## config.mk

```make
export PLATFORM = sky130hd
export DESIGN_NAME = pwrbtn_stretch
export DESIGN_NICKNAME = d
export VERILOG_FILES = /design/src/rtl/pwrbtn_pkg.sv /design/src/rtl/pwrbtn_edge.sv /design/src/rtl/pwrbtn_timer.sv /design/src/rtl/pwrbtn_uptime.sv /design/src/rtl/pwrbtn_cfg.sv /design/src/rtl/pwrbtn_fsm.sv /design/src/rtl/pwrbtn_stretch.sv
export SDC_FILE = /design/constraint.sdc
export NUM_CORES = 1
export LEC_CHECK = 0
export CORE_UTILIZATION = 54
export DETAILED_ROUTE_END_ITERATION = 6
export DONT_BUFFER_PORTS = 1
export PLACE_DENSITY = 0.69
export SKIP_CTS_REPAIR_TIMING = 1
export SKIP_LAST_GASP = 1
export SYNTH_ARGS = -nofsm -noshare
export SYNTH_HDL_FRONTEND = slang
export SYNTH_SLANG_ARGS = --single-unit
```

## constraint.sdc

```tcl
create_clock -name clk -period 4.2 [get_ports clk]
set_clock_uncertainty 0.15 [all_clocks]
set_input_delay 0.42 -clock clk [delete_from_list [all_inputs] [get_ports clk]]
set_output_delay 0.42 -clock clk [all_outputs]
set_load 0.005 [all_outputs]
```

## src/rtl/pwrbtn_pkg.sv

```systemverilog
// Shared state encoding for the power button stretcher.
package pwrbtn_pkg;

    typedef enum logic [3:0] {
        ST_IDLE       = 4'd0,
        ST_T0         = 4'd1,
        ST_T1         = 4'd2,
        ST_HELD       = 4'd3,
        ST_EAT        = 4'd4,
        ST_WAS_OFF    = 4'd5,
        ST_LID        = 4'd6,
        ST_BOOT_WAIT  = 4'd7,
        ST_BOOT_PULSE = 4'd8
    } pb_state_e;

    // True for states in which button edges are discarded.
    function automatic logic edges_blocked(pb_state_e s);
        return (s == ST_WAS_OFF) || (s == ST_LID) ||
               (s == ST_BOOT_WAIT) || (s == ST_BOOT_PULSE);
    endfunction

endpackage

```

## src/rtl/pwrbtn_edge.sv

```systemverilog
// Edge detector for a bundle of level inputs.
// Assumes the inputs are already synchronous to clk.
module pwrbtn_edge #(
    parameter int W = 2
) (
    input  logic         clk,
    input  logic         rst_n,
    input  logic [W-1:0] lvl,
    output logic [W-1:0] rise,
    output logic [W-1:0] fall
);
    logic [W-1:0] lvl_q;

    // Remember the previous level of each input.
    always_ff @(posedge clk) begin
        if (!rst_n) lvl_q <= '0;
        else        lvl_q <= lvl;
    end

    // One edge detector per input bit.
    for (genvar i = 0; i < W; i++) begin : g_bit
        assign rise[i] = lvl[i] & ~lvl_q[i];
        assign fall[i] = ~lvl[i] & lvl_q[i];
    end
endmodule

```

## src/rtl/pwrbtn_timer.sv

```systemverilog
// Tick-driven down-counter. A load of N ends the phase after N ticks.
// A load of 0 disarms the counter. Assumes load values fit in CNT_W bits.
module pwrbtn_timer #(
    parameter int CNT_W = 32
) (
    input  logic             clk,
    input  logic             rst_n,
    input  logic             rst_arm,
    input  logic             tick,
    input  logic             ld,
    input  logic [CNT_W-1:0] ld_val,
    output logic [CNT_W-1:0] cnt,
    output logic             expire
);
    localparam logic [CNT_W-1:0] ONE = CNT_W'(1);

    // Count down on ticks; a load overrides the count.
    always_ff @(posedge clk) begin
        if (!rst_n)                  cnt <= rst_arm ? ONE : '0;
        else if (ld)                 cnt <= ld_val;
        else if (tick && cnt != '0)  cnt <= cnt - ONE;
    end

    // Expiry fires on the tick that consumes the last count.
    assign expire = tick && (cnt == ONE);
endmodule

```

## src/rtl/pwrbtn_uptime.sv

```systemverilog
// Saturating tick counter measured from reset release.
// It flags when LIMIT ticks have elapsed.
module pwrbtn_uptime #(
    parameter int CNT_W = 32,
    parameter int LIMIT = 1000
) (
    input  logic clk,
    input  logic rst_n,
    input  logic tick,
    output logic done
);
    localparam logic [CNT_W-1:0] LIM = CNT_W'(LIMIT);
    logic [CNT_W-1:0] cnt;

    // Count ticks until the limit, then hold.
    always_ff @(posedge clk) begin
        if (!rst_n)              cnt <= '0;
        else if (tick && !done)  cnt <= cnt + CNT_W'(1);
    end

    assign done = (cnt == LIM);
endmodule

```

## src/rtl/pwrbtn_cfg.sv

```systemverilog
// Pulse-enable setting. Resets to enabled, and a host transition re-enables it.
module pwrbtn_cfg (
    input  logic clk,
    input  logic rst_n,
    input  logic cfg_wr,
    input  logic cfg_pulse_en,
    input  logic host_evt,
    output logic pulse_en
);
    // Host transitions take priority over software writes.
    always_ff @(posedge clk) begin
        if (!rst_n)        pulse_en <= 1'b1;
        else if (host_evt) pulse_en <= 1'b1;
        else if (cfg_wr)   pulse_en <= cfg_pulse_en;
    end
endmodule

```

## src/rtl/pwrbtn_fsm.sv

```systemverilog
// Sequencing state machine. It picks the next state, the registered drive
// level and the timer loads. Assumes the edge, expiry and limit inputs are
// all from the current cycle.
module pwrbtn_fsm
    import pwrbtn_pkg::*;
#(
    parameter int CNT_W       = 32,
    parameter int T0_TICKS    = 32000,
    parameter int T1_TICKS    = 3968000,
    parameter int WAKE_TICKS  = 200000,
    parameter int RETRY_TICKS = 100000
) (
    input  logic             clk,
    input  logic             rst_n,
    input  logic             boot_req,
    input  logic             btn,
    input  logic             btn_rise,
    input  logic             btn_fall,
    input  logic             lid_rise,
    input  logic             host_off,
    input  logic             pwr_ok,
    input  logic             force_rel,
    input  logic             pulse_en,
    input  logic             tmr_exp,
    input  logic             boot_done,
    output pb_state_e        state_q,
    output logic             drive_lo,
    output logic             tmr_ld,
    output logic [CNT_W-1:0] tmr_val
);
    localparam logic [CNT_W-1:0] LD_T0    = CNT_W'(T0_TICKS);
    localparam logic [CNT_W-1:0] LD_T1    = CNT_W'(T1_TICKS);
    localparam logic [CNT_W-1:0] LD_WAKE  = CNT_W'(WAKE_TICKS);
    localparam logic [CNT_W-1:0] LD_RETRY = CNT_W'(RETRY_TICKS);

    pb_state_e st_n;
    logic      lo_n;

    // Next-state decision, in priority order: forced release, lid, then the rest.
    always_comb begin
        st_n    = state_q;
        lo_n    = drive_lo;
        tmr_ld  = 1'b0;
        tmr_val = '0;
        if (force_rel) begin
            lo_n   = 1'b0;
            st_n   = btn ? ST_EAT : ST_IDLE;
            tmr_ld = 1'b1;
        end else if (lid_rise && host_off && state_q != ST_BOOT_WAIT) begin
            st_n    = ST_LID;
            lo_n    = 1'b1;
            tmr_ld  = 1'b1;
            tmr_val = LD_WAKE;
        end else if (edges_blocked(state_q)) begin
            if (tmr_exp) begin
                unique case (state_q)
                    ST_BOOT_WAIT: begin
                        if (boot_done) begin
                            st_n = ST_IDLE;
                        end else if (pwr_ok) begin
                            st_n    = ST_BOOT_PULSE;
                            lo_n    = 1'b1;
                            tmr_ld  = 1'b1;
                            tmr_val = LD_WAKE;
                        end else begin
                            tmr_ld  = 1'b1;
                            tmr_val = LD_RETRY;
                        end
                    end
                    ST_BOOT_PULSE: begin
                        lo_n = 1'b0;
                        st_n = btn ? ST_EAT : ST_IDLE;
                    end
                    ST_LID: begin
                        lo_n = 1'b0;
                        st_n = ST_IDLE;
                    end
                    default: begin
                        if (btn) begin
                            st_n = ST_HELD;
                        end else begin
                            st_n = ST_IDLE;
                            lo_n = 1'b0;
                        end
                    end
                endcase
            end
        end else if (btn_rise) begin
            tmr_ld = 1'b1;
            if (host_off) begin
                st_n    = ST_WAS_OFF;
                lo_n    = 1'b1;
                tmr_val = LD_WAKE;
            end else if (pulse_en) begin
                st_n    = ST_T0;
                lo_n    = 1'b1;
                tmr_val = LD_T0;
            end else begin
                st_n    = ST_T1;
                lo_n    = 1'b0;
                tmr_val = LD_T1;
            end
        end else if (btn_fall) begin
            st_n   = ST_IDLE;
            lo_n   = 1'b0;
            tmr_ld = 1'b1;
        end else if (tmr_exp) begin
            if (state_q == ST_T0) begin
                st_n    = ST_T1;
                lo_n    = 1'b0;
                tmr_ld  = 1'b1;
                tmr_val = LD_T1;
            end else if (state_q == ST_T1) begin
                st_n = ST_HELD;
                lo_n = !host_off;
            end
        end
    end

    // State and drive registers; the boot request is sampled during reset.
    always_ff @(posedge clk) begin
        if (!rst_n) begin
            state_q  <= boot_req ? ST_BOOT_WAIT : ST_IDLE;
            drive_lo <= 1'b0;
        end else begin
            state_q  <= st_n;
            drive_lo <= lo_n;
        end
    end
endmodule

```

## src/rtl/pwrbtn_stretch.sv

```systemverilog
// Top level of the power button stretcher. It joins the edge detector, the
// timer, the uptime limit, the pulse-enable setting and the FSM, and gates
// the line while power-on is not permitted. All inputs are synchronous.
module pwrbtn_stretch
    import pwrbtn_pkg::*;
#(
    parameter int CNT_W            = 32,
    parameter int T0_TICKS         = 32000,
    parameter int T1_TICKS         = 3968000,
    parameter int WAKE_TICKS       = 200000,
    parameter int RETRY_TICKS      = 100000,
    parameter int BOOT_LIMIT_TICKS = 8000000
) (
    input  logic clk,
    input  logic rst_n,
    input  logic btn_down,
    input  logic host_off,
    input  logic lid_open,
    input  logic pwr_ok,
    input  logic boot_req,
    input  logic tick,
    input  logic force_rel,
    input  logic cfg_wr,
    input  logic cfg_pulse_en,
    input  logic host_evt,
    output logic pwrbtn_n
);
    localparam int EDGE_W = 2;

    logic [EDGE_W-1:0] lvl, rise, fall;
    logic              btn_rise, btn_fall, lid_rise;
    logic              tmr_exp, tmr_ld, boot_done, pulse_en, drive_lo;
    logic [CNT_W-1:0]  tmr_val, tmr_cnt;
    pb_state_e         state_q;
    logic              unused_fall;

    assign lvl         = {lid_open, btn_down};
    assign btn_rise    = rise[0];
    assign btn_fall    = fall[0];
    assign lid_rise    = rise[1];
    assign unused_fall = fall[1];

    pwrbtn_edge #(.W(EDGE_W)) u_edge (
        .clk(clk), .rst_n(rst_n), .lvl(lvl), .rise(rise), .fall(fall)
    );

    pwrbtn_timer #(.CNT_W(CNT_W)) u_timer (
        .clk(clk), .rst_n(rst_n), .rst_arm(boot_req), .tick(tick),
        .ld(tmr_ld), .ld_val(tmr_val), .cnt(tmr_cnt), .expire(tmr_exp)
    );

    pwrbtn_uptime #(.CNT_W(CNT_W), .LIMIT(BOOT_LIMIT_TICKS)) u_uptime (
        .clk(clk), .rst_n(rst_n), .tick(tick), .done(boot_done)
    );

    pwrbtn_cfg u_cfg (
        .clk(clk), .rst_n(rst_n), .cfg_wr(cfg_wr), .cfg_pulse_en(cfg_pulse_en),
        .host_evt(host_evt), .pulse_en(pulse_en)
    );

    pwrbtn_fsm #(
        .CNT_W(CNT_W), .T0_TICKS(T0_TICKS), .T1_TICKS(T1_TICKS),
        .WAKE_TICKS(WAKE_TICKS), .RETRY_TICKS(RETRY_TICKS)
    ) u_fsm (
        .clk(clk), .rst_n(rst_n), .boot_req(boot_req), .btn(btn_down),
        .btn_rise(btn_rise), .btn_fall(btn_fall), .lid_rise(lid_rise),
        .host_off(host_off), .pwr_ok(pwr_ok), .force_rel(force_rel),
        .pulse_en(pulse_en), .tmr_exp(tmr_exp), .boot_done(boot_done),
        .state_q(state_q), .drive_lo(drive_lo), .tmr_ld(tmr_ld),
        .tmr_val(tmr_val)
    );

    // Output gate: a host that is off with power withheld never sees a press.
    always_comb begin
        pwrbtn_n = !(drive_lo && !(host_off && !pwr_ok));
    end
endmodule

```

Word-level counts from Yosys, hierarchy flattened. Cells that the tools add are included.

Add/sub/neg operators: 2. Multiply operators: 0. Div/mod/pow operators: 0. $lt $le $gt $ge: 0. Equal/unequal tests: 18. Shift operators: 0. Muxes and demuxes: 59. Bitwise gates (word level): 7. Reduce and logical (&&, ||, !) cells: 23.

Operators by type and width (number): $mux W32 (13); $mux W4 (13); $mux W22 (2); $add A32 B1 Y32 const B (1); $eq A32 B1 Y1 const B (1); $eq A32 B23 Y1 const B (1); $reduce_bool A32 Y1 (1); $sub A32 B1 Y32 const B (1); $mux W1 (24); $mux W18 (1); $eq A4 B3 Y1 const B (3); $ne A4 B3 Y1 const B (3); $pmux W4 S3 (1); $ne A8 B1 Y1 const B (1); $logic_and A1 B1 Y1 (7); $ne A7 B6 Y1 const B (1); $mux W3 (2); $ne A6 B1 Y1 const B (1); $reduce_and A6 Y1 (1); $reduce_bool A6 Y1 (1); $reduce_or A2 Y1 (3); $logic_not A1 Y1 (5); $ne A5 B3 Y1 const B (1); $ne A5 B4 Y1 const B (1); other kinds (12) (20).

Register bits: 72. Bits in latches: 0. Memory bits (writable): 0. Bits in read-only memories: 0. Output and inout port bits: 1. Logic and storage cells: 115. Memories: 0.

Logic depth before layout (Yosys ltp). Gate-level depths: netlist (run 1).

Word-level depth: 10. Mapped depth: 10. Gate-level depth less buffers: 9.

By module. Synthesis (run 1) repeated with hierarchy kept, for this count alone.

Cell total of the unflattened synthesis: 506. Area total of the unflattened synthesis: 4662.0 um^2.

By module, submodules not included: pwrbtn_timer (instances 1, cells an instance 204, area an instance 2122.0 um^2, seq. area each 960.9 um^2); pwrbtn_uptime (instances 1, cells an instance 186, area an instance 1649.1 um^2, seq. area each 640.6 um^2); pwrbtn_fsm (instances 1, cells an instance 103, area an instance 763.2 um^2, seq. area each 140.1 um^2); pwrbtn_edge (instances 1, cells an instance 8, area an instance 77.6 um^2, seq. area each 40.0 um^2); pwrbtn_cfg (instances 1, cells an instance 3, area an instance 37.5 um^2, seq. area each 20.0 um^2); pwrbtn_stretch (instances 1, cells an instance 2, area an instance 12.5 um^2, seq. area each 0.0 um^2).

Worst setup path after synthesis (run 1). Ideal clock, no wire load.

Path kind: reg2reg. Start point: register u_timer.cnt[11]. End point: register u_timer.cnt[0], enable pin. Setup time: 388 ps. Data arrival time: 3257 ps. Required time: 3662 ps. Path slack: 405 ps. Cell stages (with the launch flop): 8. Buffers on the path: 1. Clock period less this slack: 3795 ps. Cell sequence: edfxtp_1 or4_4 or4_4 or4_4 a2111o_1 nand3_1 buf_2 a21o_1.

Word-level cells in the longest chain between the ends: 9. Elaborated cells between the ends (all ways): 12.

Ends and longest elaborated chain: from (decl) (line pwrbtn_timer.sv:12) `output logic [CNT_W-1:0] cnt,`; from (signal assigned) (line pwrbtn_timer.sv:19) `if (!rst_n) cnt <= rst_arm ? ONE : '0;`; from (signal assigned) (line pwrbtn_timer.sv:20) `else if (ld) cnt <= ld_val;`; from (signal assigned) (line pwrbtn_timer.sv:21) `else if (tick && cnt != '0) cnt <= cnt - ONE;`; $eq A32 B1 Y1 (line pwrbtn_timer.sv:25) `assign expire = tick && (cnt == ONE);`; $logic_and A1 B1 Y1 (line pwrbtn_timer.sv:25); $mux W1 (line pwrbtn_fsm.sv:107) `end else if (tmr_exp) begin`; $mux W1 (line pwrbtn_fsm.sv:103) `end else if (btn_fall) begin`; $mux W1 (line pwrbtn_fsm.sv:88) `end else if (btn_rise) begin`; $mux W1 (line pwrbtn_fsm.sv:54) `end else if (edges_blocked(state_q)) begin`; $mux W1 (line pwrbtn_fsm.sv:49) `end else if (lid_rise && host_off && state_q != ST_BOOT_WAIT) begin`; $mux W1 (line pwrbtn_fsm.sv:45) `if (force_rel) begin`; $ne A3 B1 Y1 (no line) (*).

Every way passes the cells marked *; elsewhere a longest branch is shown, timed or not. A chain may end at the register's enable or synchronous reset.

Worst setup path after layout (run 1).
Start point: register u_timer.cnt[12]. End point: register u_timer.cnt[14], enable pin.

The elaborated chain is that of the path after synthesis.

==> results of run 1 <==
-- per-stage QoR --
stage | cell area (um2) | total power, W | hold WS, ns
after CTS | 4209 | 0.001650 | 0.03524
after global routing | 4209 | 0.001728 | 0.03838
after detailed placement | 4034 | 0.001157 | 0.3390
after global placement | 4034 | 0.001150 | 0.3321
final | 4209 | 0.001641 | 0.04235
after floorplan | 3926 | 0.001089 | 0.3166
-- worst min-delay path by stage --
stage	to	cells past startpoint	slack, ns
2_1_floorplan	u_uptime.cnt[6]	2	0.32
3_3_place_gp	u_uptime.cnt[22]	2	0.33
3_5_place_dp	u_uptime.cnt[22]	2	0.34
4_1_cts	u_edge.lvl_q[1]	1	0.04
5_1_grt	u_cfg.pulse_en	1	0.04
6_report	u_cfg.pulse_en	1	0.04
-- cells by family after synthesis --
kind of cell               share of synthesized area (%)
DFF                                                45.89
and+or+nand+nor                                    26.93
AOI/OAI and AO/OA                                  10.80
adders and majority gates                          2.231
muxes                                             0.5417
xor gates and xnor gates                           10.71
buffers and inverters                              2.900
-- layer usage --
layer | wire, um | vias up | global-route usage, %
met3 | 224 | 15 | 4.076
li1 | - | 1567 | -
met2 | 3767 | 47 | 38.57
met5 | 0 | - | 0
met1 | 3756 | 1462 | 29.67
met4 | 133 | 0 | 8.793
-- cells in the final DEF, fill, tap and decap left out, types with 4 or more instances in the layout --
cell type	netlist	layout
a21o_1	4	4
a21oi_1	19	19
and3_1	4	4
buf_4	0	4
clkbuf_8	0	11
dfxtp_1	36	36
edfxtp_1	36	36
ha_1	7	7
inv_1	19	19
nand2_1	33	33
nand2b_1	6	6
nand3_1	14	14
nand4_1	5	5
nor2_1	72	72
nor3_1	19	19
nor4_1	10	10
nor4b_1	4	4
o21ai_0	35	35
or3_1	19	19
or4_1	4	4
xnor2_1	33	33
xor2_1	15	15
-- state kept, by name, summed over array words and instances, names as in the netlist --
name,flops
u_cfg.pulse_en,1
u_edge.lvl_q,2
u_uptime.cnt,32
u_fsm.drive_lo,1
u_timer.cnt,32
u_fsm.state_q,4
-- cell usage after synthesis (all sizes together) --
cell	number	area, um2
edfxtp	36	1081
and4b	2	20.02
a32oi	1	8.760
xor2	15	131.4
and3	4	25.02
nand4b	1	8.760
nand2	33	123.9
clkbuf	9	33.78
mux2i	1	10.01
or4b	1	10.01
nor4	10	62.56
o21a	1	8.760
dfxtp	36	720.7
a21oi	19	95.09
or2	3	18.77
and2b	1	7.510
o211ai	2	15.01
nand4	5	31.28
o311ai	1	16.27
and4	3	26.28
nor2	72	270.3
or3	20	130.1
buf	2	8.750
o31ai	1	7.510
nand3b	2	15.01
o22ai	3	18.77
and2	1	6.260
or4	7	63.81
a21o	4	30.03
ha	7	87.58
a2111o	1	11.26
o211a	1	10.01
inv	19	71.32
o2111ai	1	8.760
nor4b	4	35.03
nand3	14	70.07
xnor2	33	289.0
nor3	19	95.09
mux2	1	11.26
o21ai	37	185.2
nand2b	6	37.54
a211o	1	8.760
-- power groups by stage --
stage | combinational, W | clock [W] | sequential [W]
floorplan | 0.000253 | 0 | 0.000836
global placement | 0.000306 | 0 | 0.000845
detailed placement | 0.000311 | 0 | 0.000846
CTS | 0.000314 | 0.000505 | 0.000830
global route | 0.000357 | 0.000533 | 0.000838
finish | 0.000315 | 0.000496 | 0.000831
-- layout make-up --
| class | instances | area [um2] |
|---|---|---|
| clock inverters | 3 | 16.27 |
| fillers | 633 | 2698 |
| clock buffers | 13 | 158.9 |
| repair buffers | 4 | 30.03 |
| inverters | 19 | 71.32 |
| multi-input cells | 338 | 2011 |
| flip-flops and latches | 72 | 1802 |
| well taps | 96 | 120.1 |
==> results.toml, run 1 <==
[floorplanning]
dieArea_um2 = 7616
start_util_pct = 56.85
io_pins = 13
core_area_um2 = 6907
placementRows = 30
die-height_um = 87.27
die_x_um = 87.27

[worst_setup_path]
arrival_ns = 3.45
start_kind = "flop"
cp_common_cell = "or4_4"
r2r_cells = 7
r2r-end = "u_timer.cnt[14]"
slowest_stage = "or4_4"
worstSetupPathType = "reg -> reg"
critPathBufInv = 1
path_depth = 7
cp-startpoint = "u_timer.cnt[12]"
r2r-start = "u_timer.cnt[12]"
cp.required_ns = 4.09
crit_path_max_incr_delay_ns = 0.56
cp_cell_sequence = "or4_4 > or4_4 > or4_4 > a2111o_1 > nand3_1 > a21o_1 > buf_4"
path_delay_family = "simple AND/OR/NAND/NOR gates"
cp-endpoint = "u_timer.cnt[14]"
cp-end-kind = "flop"
crit_fanout = 12
r2r_setup_slack_ns = 0.64

[routing]
wl_per_cell_um = 14.46
vias = 3091
first_pass_iters = 5
drc = 0
via_per_inst = 5.672
drt_iter0_drc = 169
drtAntennaViolNets = 0
drt_wl_total_um = 7882

[finish]
stdcell_count = 545
diodes = 0
nets = 463
area_delta_synth_final_pct = 7.202
drive_gt1_share_pct = 6.236
postLayoutCoreUtil_pct = 60.94

[outcome]
status = "completed"

[cts]
htree_levels = 3
tritoncts = "built"
ctsRootBufferMaster = "clkbuf_8"
clock_path_buffers = 2
cts_buffers = 9
worstSkewPairLatency_ns = 0.34
clk_pin_slew_ns = 0.08
cts_sinks = 72

[timing]
fin_crit_ns = 3.559
worst_slack_ns = 0.6409
max_slew_margin_pct = 53.68
fin_tns_setup_ns = 0
hold_viol = 0
min_period_over_period_pct = 84.74
drv_slew = 0
tightest_slew_ns = 0.6884
rsz0062_at_grt = "false"
setup_viol = 0
fmax_mhz = 281.0

[flow_run]
drv_cap = 0

[worst_hold_path]
hold_path_class = "in -> reg"
worstHoldStart = "host_evt"

[grt]
grt_pass1_vias = 2975
antenna_found_initial = 0
grt_max_degree = 38
gr-total-overflow = 0
grt_pass1_wl_um = 13610
grt_usage_pct = 23.02

[place]
placed_cells = 529
dp_hpwl_um = 5592
port_buffers = 0
place_congestion = 0.8522
dpl_worst_slack_ns = 0.6676

[power]
peakVddDrop_v = 0.0001999
seqPwrFrac_pct = 50.6
leakagePower_nw = 1.460
combinationalPowerShare_pct = 19.2
switchingPower_w = 0.0004754
p_per_area_nw_per_um2 = 390.0
p_clk_share_pct = 30.2
p_sw_share_pct = 28.97
internal-power_w = 0.001166

[synth]
ys_seq_area_share_pct = 45.89
synth_seq_cells = 72
netlist_area_um2 = 3926
synth.distinct_cells = 46
avgSynthCellArea_um2 = 8.923
synthCells = 440
yosys_warnings = 0
syn_nets = 459
Power figures use the tool's default switching activity.
==> run 2: changes to the inputs <==
==> constraint.sdc (replaced) <==
create_clock -name clk -period 3.47 [get_ports clk]
set_clock_uncertainty 0.15 [all_clocks]
set_input_delay 0.347 -clock clk [delete_from_list [all_inputs] [get_ports clk]]
set_output_delay 0.347 -clock clk [all_outputs]
set_load 0.005 [all_outputs]
==> run 2 against run 1 <==
Clock-buffer cell count decreased by 4. Largest power group unchanged. Global-route usage fell by 1.0 points. Critical path depth shrank 1. Critical endpoint is now u_timer.cnt[21].
==> results.toml, run 2 (synthesized netlist as in run 1, its figures left out) <==
[worst_setup_path]
slowest_stage = "or4_4"
cp_common_cell = "or4_4"
crit_path_max_incr_delay_ns = 0.55
worstSetupPathType = "reg -> reg"
cp.required_ns = 3.32
crit_fanout = 32
start_kind = "flop"
cp-end-kind = "flop"
arrival_ns = 3.19
cp_cell_sequence = "or4_4 > or4_4 > or4_4 > a2111o_1 > nand3_1 > a21o_4"

[routing]
drt_wl_total_um = 7830
vias = 3134
drtAntennaViolNets = 0
via_per_inst = 5.719
drt_iter0_drc = 193
first_pass_iters = 4
drc = 0
wl_per_cell_um = 14.29

[timing]
max_slew_margin_pct = 55.90
rsz0062_at_grt = "true"
hold_viol = 0
tightest_slew_ns = 0.6555
fin_crit_ns = 3.343
fmax_mhz = 299.1
setup_viol = 0
drv_slew = 0
min_period_over_period_pct = 96.35

[finish]
final_area_um2 = 4285
drive_gt1_share_pct = 6.858
diodes = 0
layout_common_cells = "nor2_1, dfxtp_1, edfxtp_1, o21ai_0"
area_delta_synth_final_pct = 9.146
final_common_cell = "nor2_1"
biggestRegsByFlops = "u_timer.cnt: 32 flops, u_uptime.cnt: 32 flops, u_fsm.state_q: 4 flops"
nFillCells = 627
nets = 466

[place]
dp_hpwl_um = 5452
place_congestion = 0.8986
placed_cell_area_um2 = 4041
port_buffers = 0

[floorplanning]
io_pins = 13
start_util_pct = 56.85
die-height_um = 87.27
dieArea_um2 = 7616
core_area_um2 = 6907
die_x_um = 87.27
placementRows = 30

[power]
peakVddDrop_v = 0.0002880
p_per_area_nw_per_um2 = 489.4
leakagePower_nw = 1.498
power_w = 0.002097

[grt]
grt_pass1_vias = 2923
grt_usage_pct = 21.99
antenna_found_initial = 0
grt_max_degree = 38
gr-total-overflow = 0
grt_pass1_wl_um = 13010

[cts]
worstSkewPairLatency_ns = 0.34
clk_pin_slew_ns = 0.07
cts_buffers = 9
cts_sinks = 72
htree_levels = 3
clock_path_buffers = 2
tritoncts = "built"
ctsRootBufferMaster = "clkbuf_8"

[flow_run]
drv_cap = 0

[worst_hold_path]
hold_path_class = "in -> reg"

[outcome]
status = "completed"
-- run 2: per-layer routing --
metal  routed length (um)  GRT usage (%)  vias up
met4                  144          9.389        0
met1                 3516          26.51     1491
met3                  233          3.886       14
li1                     -              -     1571
met2                 3935          38.49       58
met5                    0              0        -
-- run 2: power by group --
group	internal [W]	leakage, nW	switching (W)
Clock	0.000398	0.106	0.000308
Sequential	0.000954	0.713	0.0000541
Combinational	0.000165	0.678	0.000218
Total	0.00152	1.50	0.000580
-- run 2: per-stage QoR --
stage	setup slack, ns	hold WS, ns	setup TNS (ns)	std cells	utilization [%]
floorplan	0.1366	0.2992	0	440	-
global placement	0.1732	0.3034	0	529	58.51
detailed placement	0.1017	0.3118	0	529	58.51
CTS	0.08572	-0.05041	0	545	61.56
global route	-0.002633	0.04047	-0.01962	548	62.05
finish	0.1266	0.02866	0	548	62.05
-- run 2: final timing paths --
path                                  startpoint  slack (ns)  cells after the start               end
worst max-delay path             u_timer.cnt[11]        0.13                      6   u_timer.cnt[21]
worst min-delay path                    btn_down        0.03                      2   u_edge.lvl_q[0]
worst max register to register   u_timer.cnt[11]        0.13                      6   u_timer.cnt[21]
worst min register to register  u_uptime.cnt[15]        0.35                      2  u_uptime.cnt[15]
-- run 2: final cells by class --
class                           instances  area, um2  area share (%)
Timing Repair Buffer                    7      63.81           1.489
Inverter                               19      71.32           1.664
Sequential cell                        72       1802           42.04
Clock buffer                            9      123.9           2.891
Tap cell                               96      120.1           2.803
Clock inverter                          7      86.33           2.015
Multi-Input combinational cell        338       2018           47.09
-- run 2: worst max-delay path, delay by kind of cell, from the launching register on --
family,cells,cell delay (ns)
flops,1,0.43
simple gates,4,1.70
compound gates,2,0.71
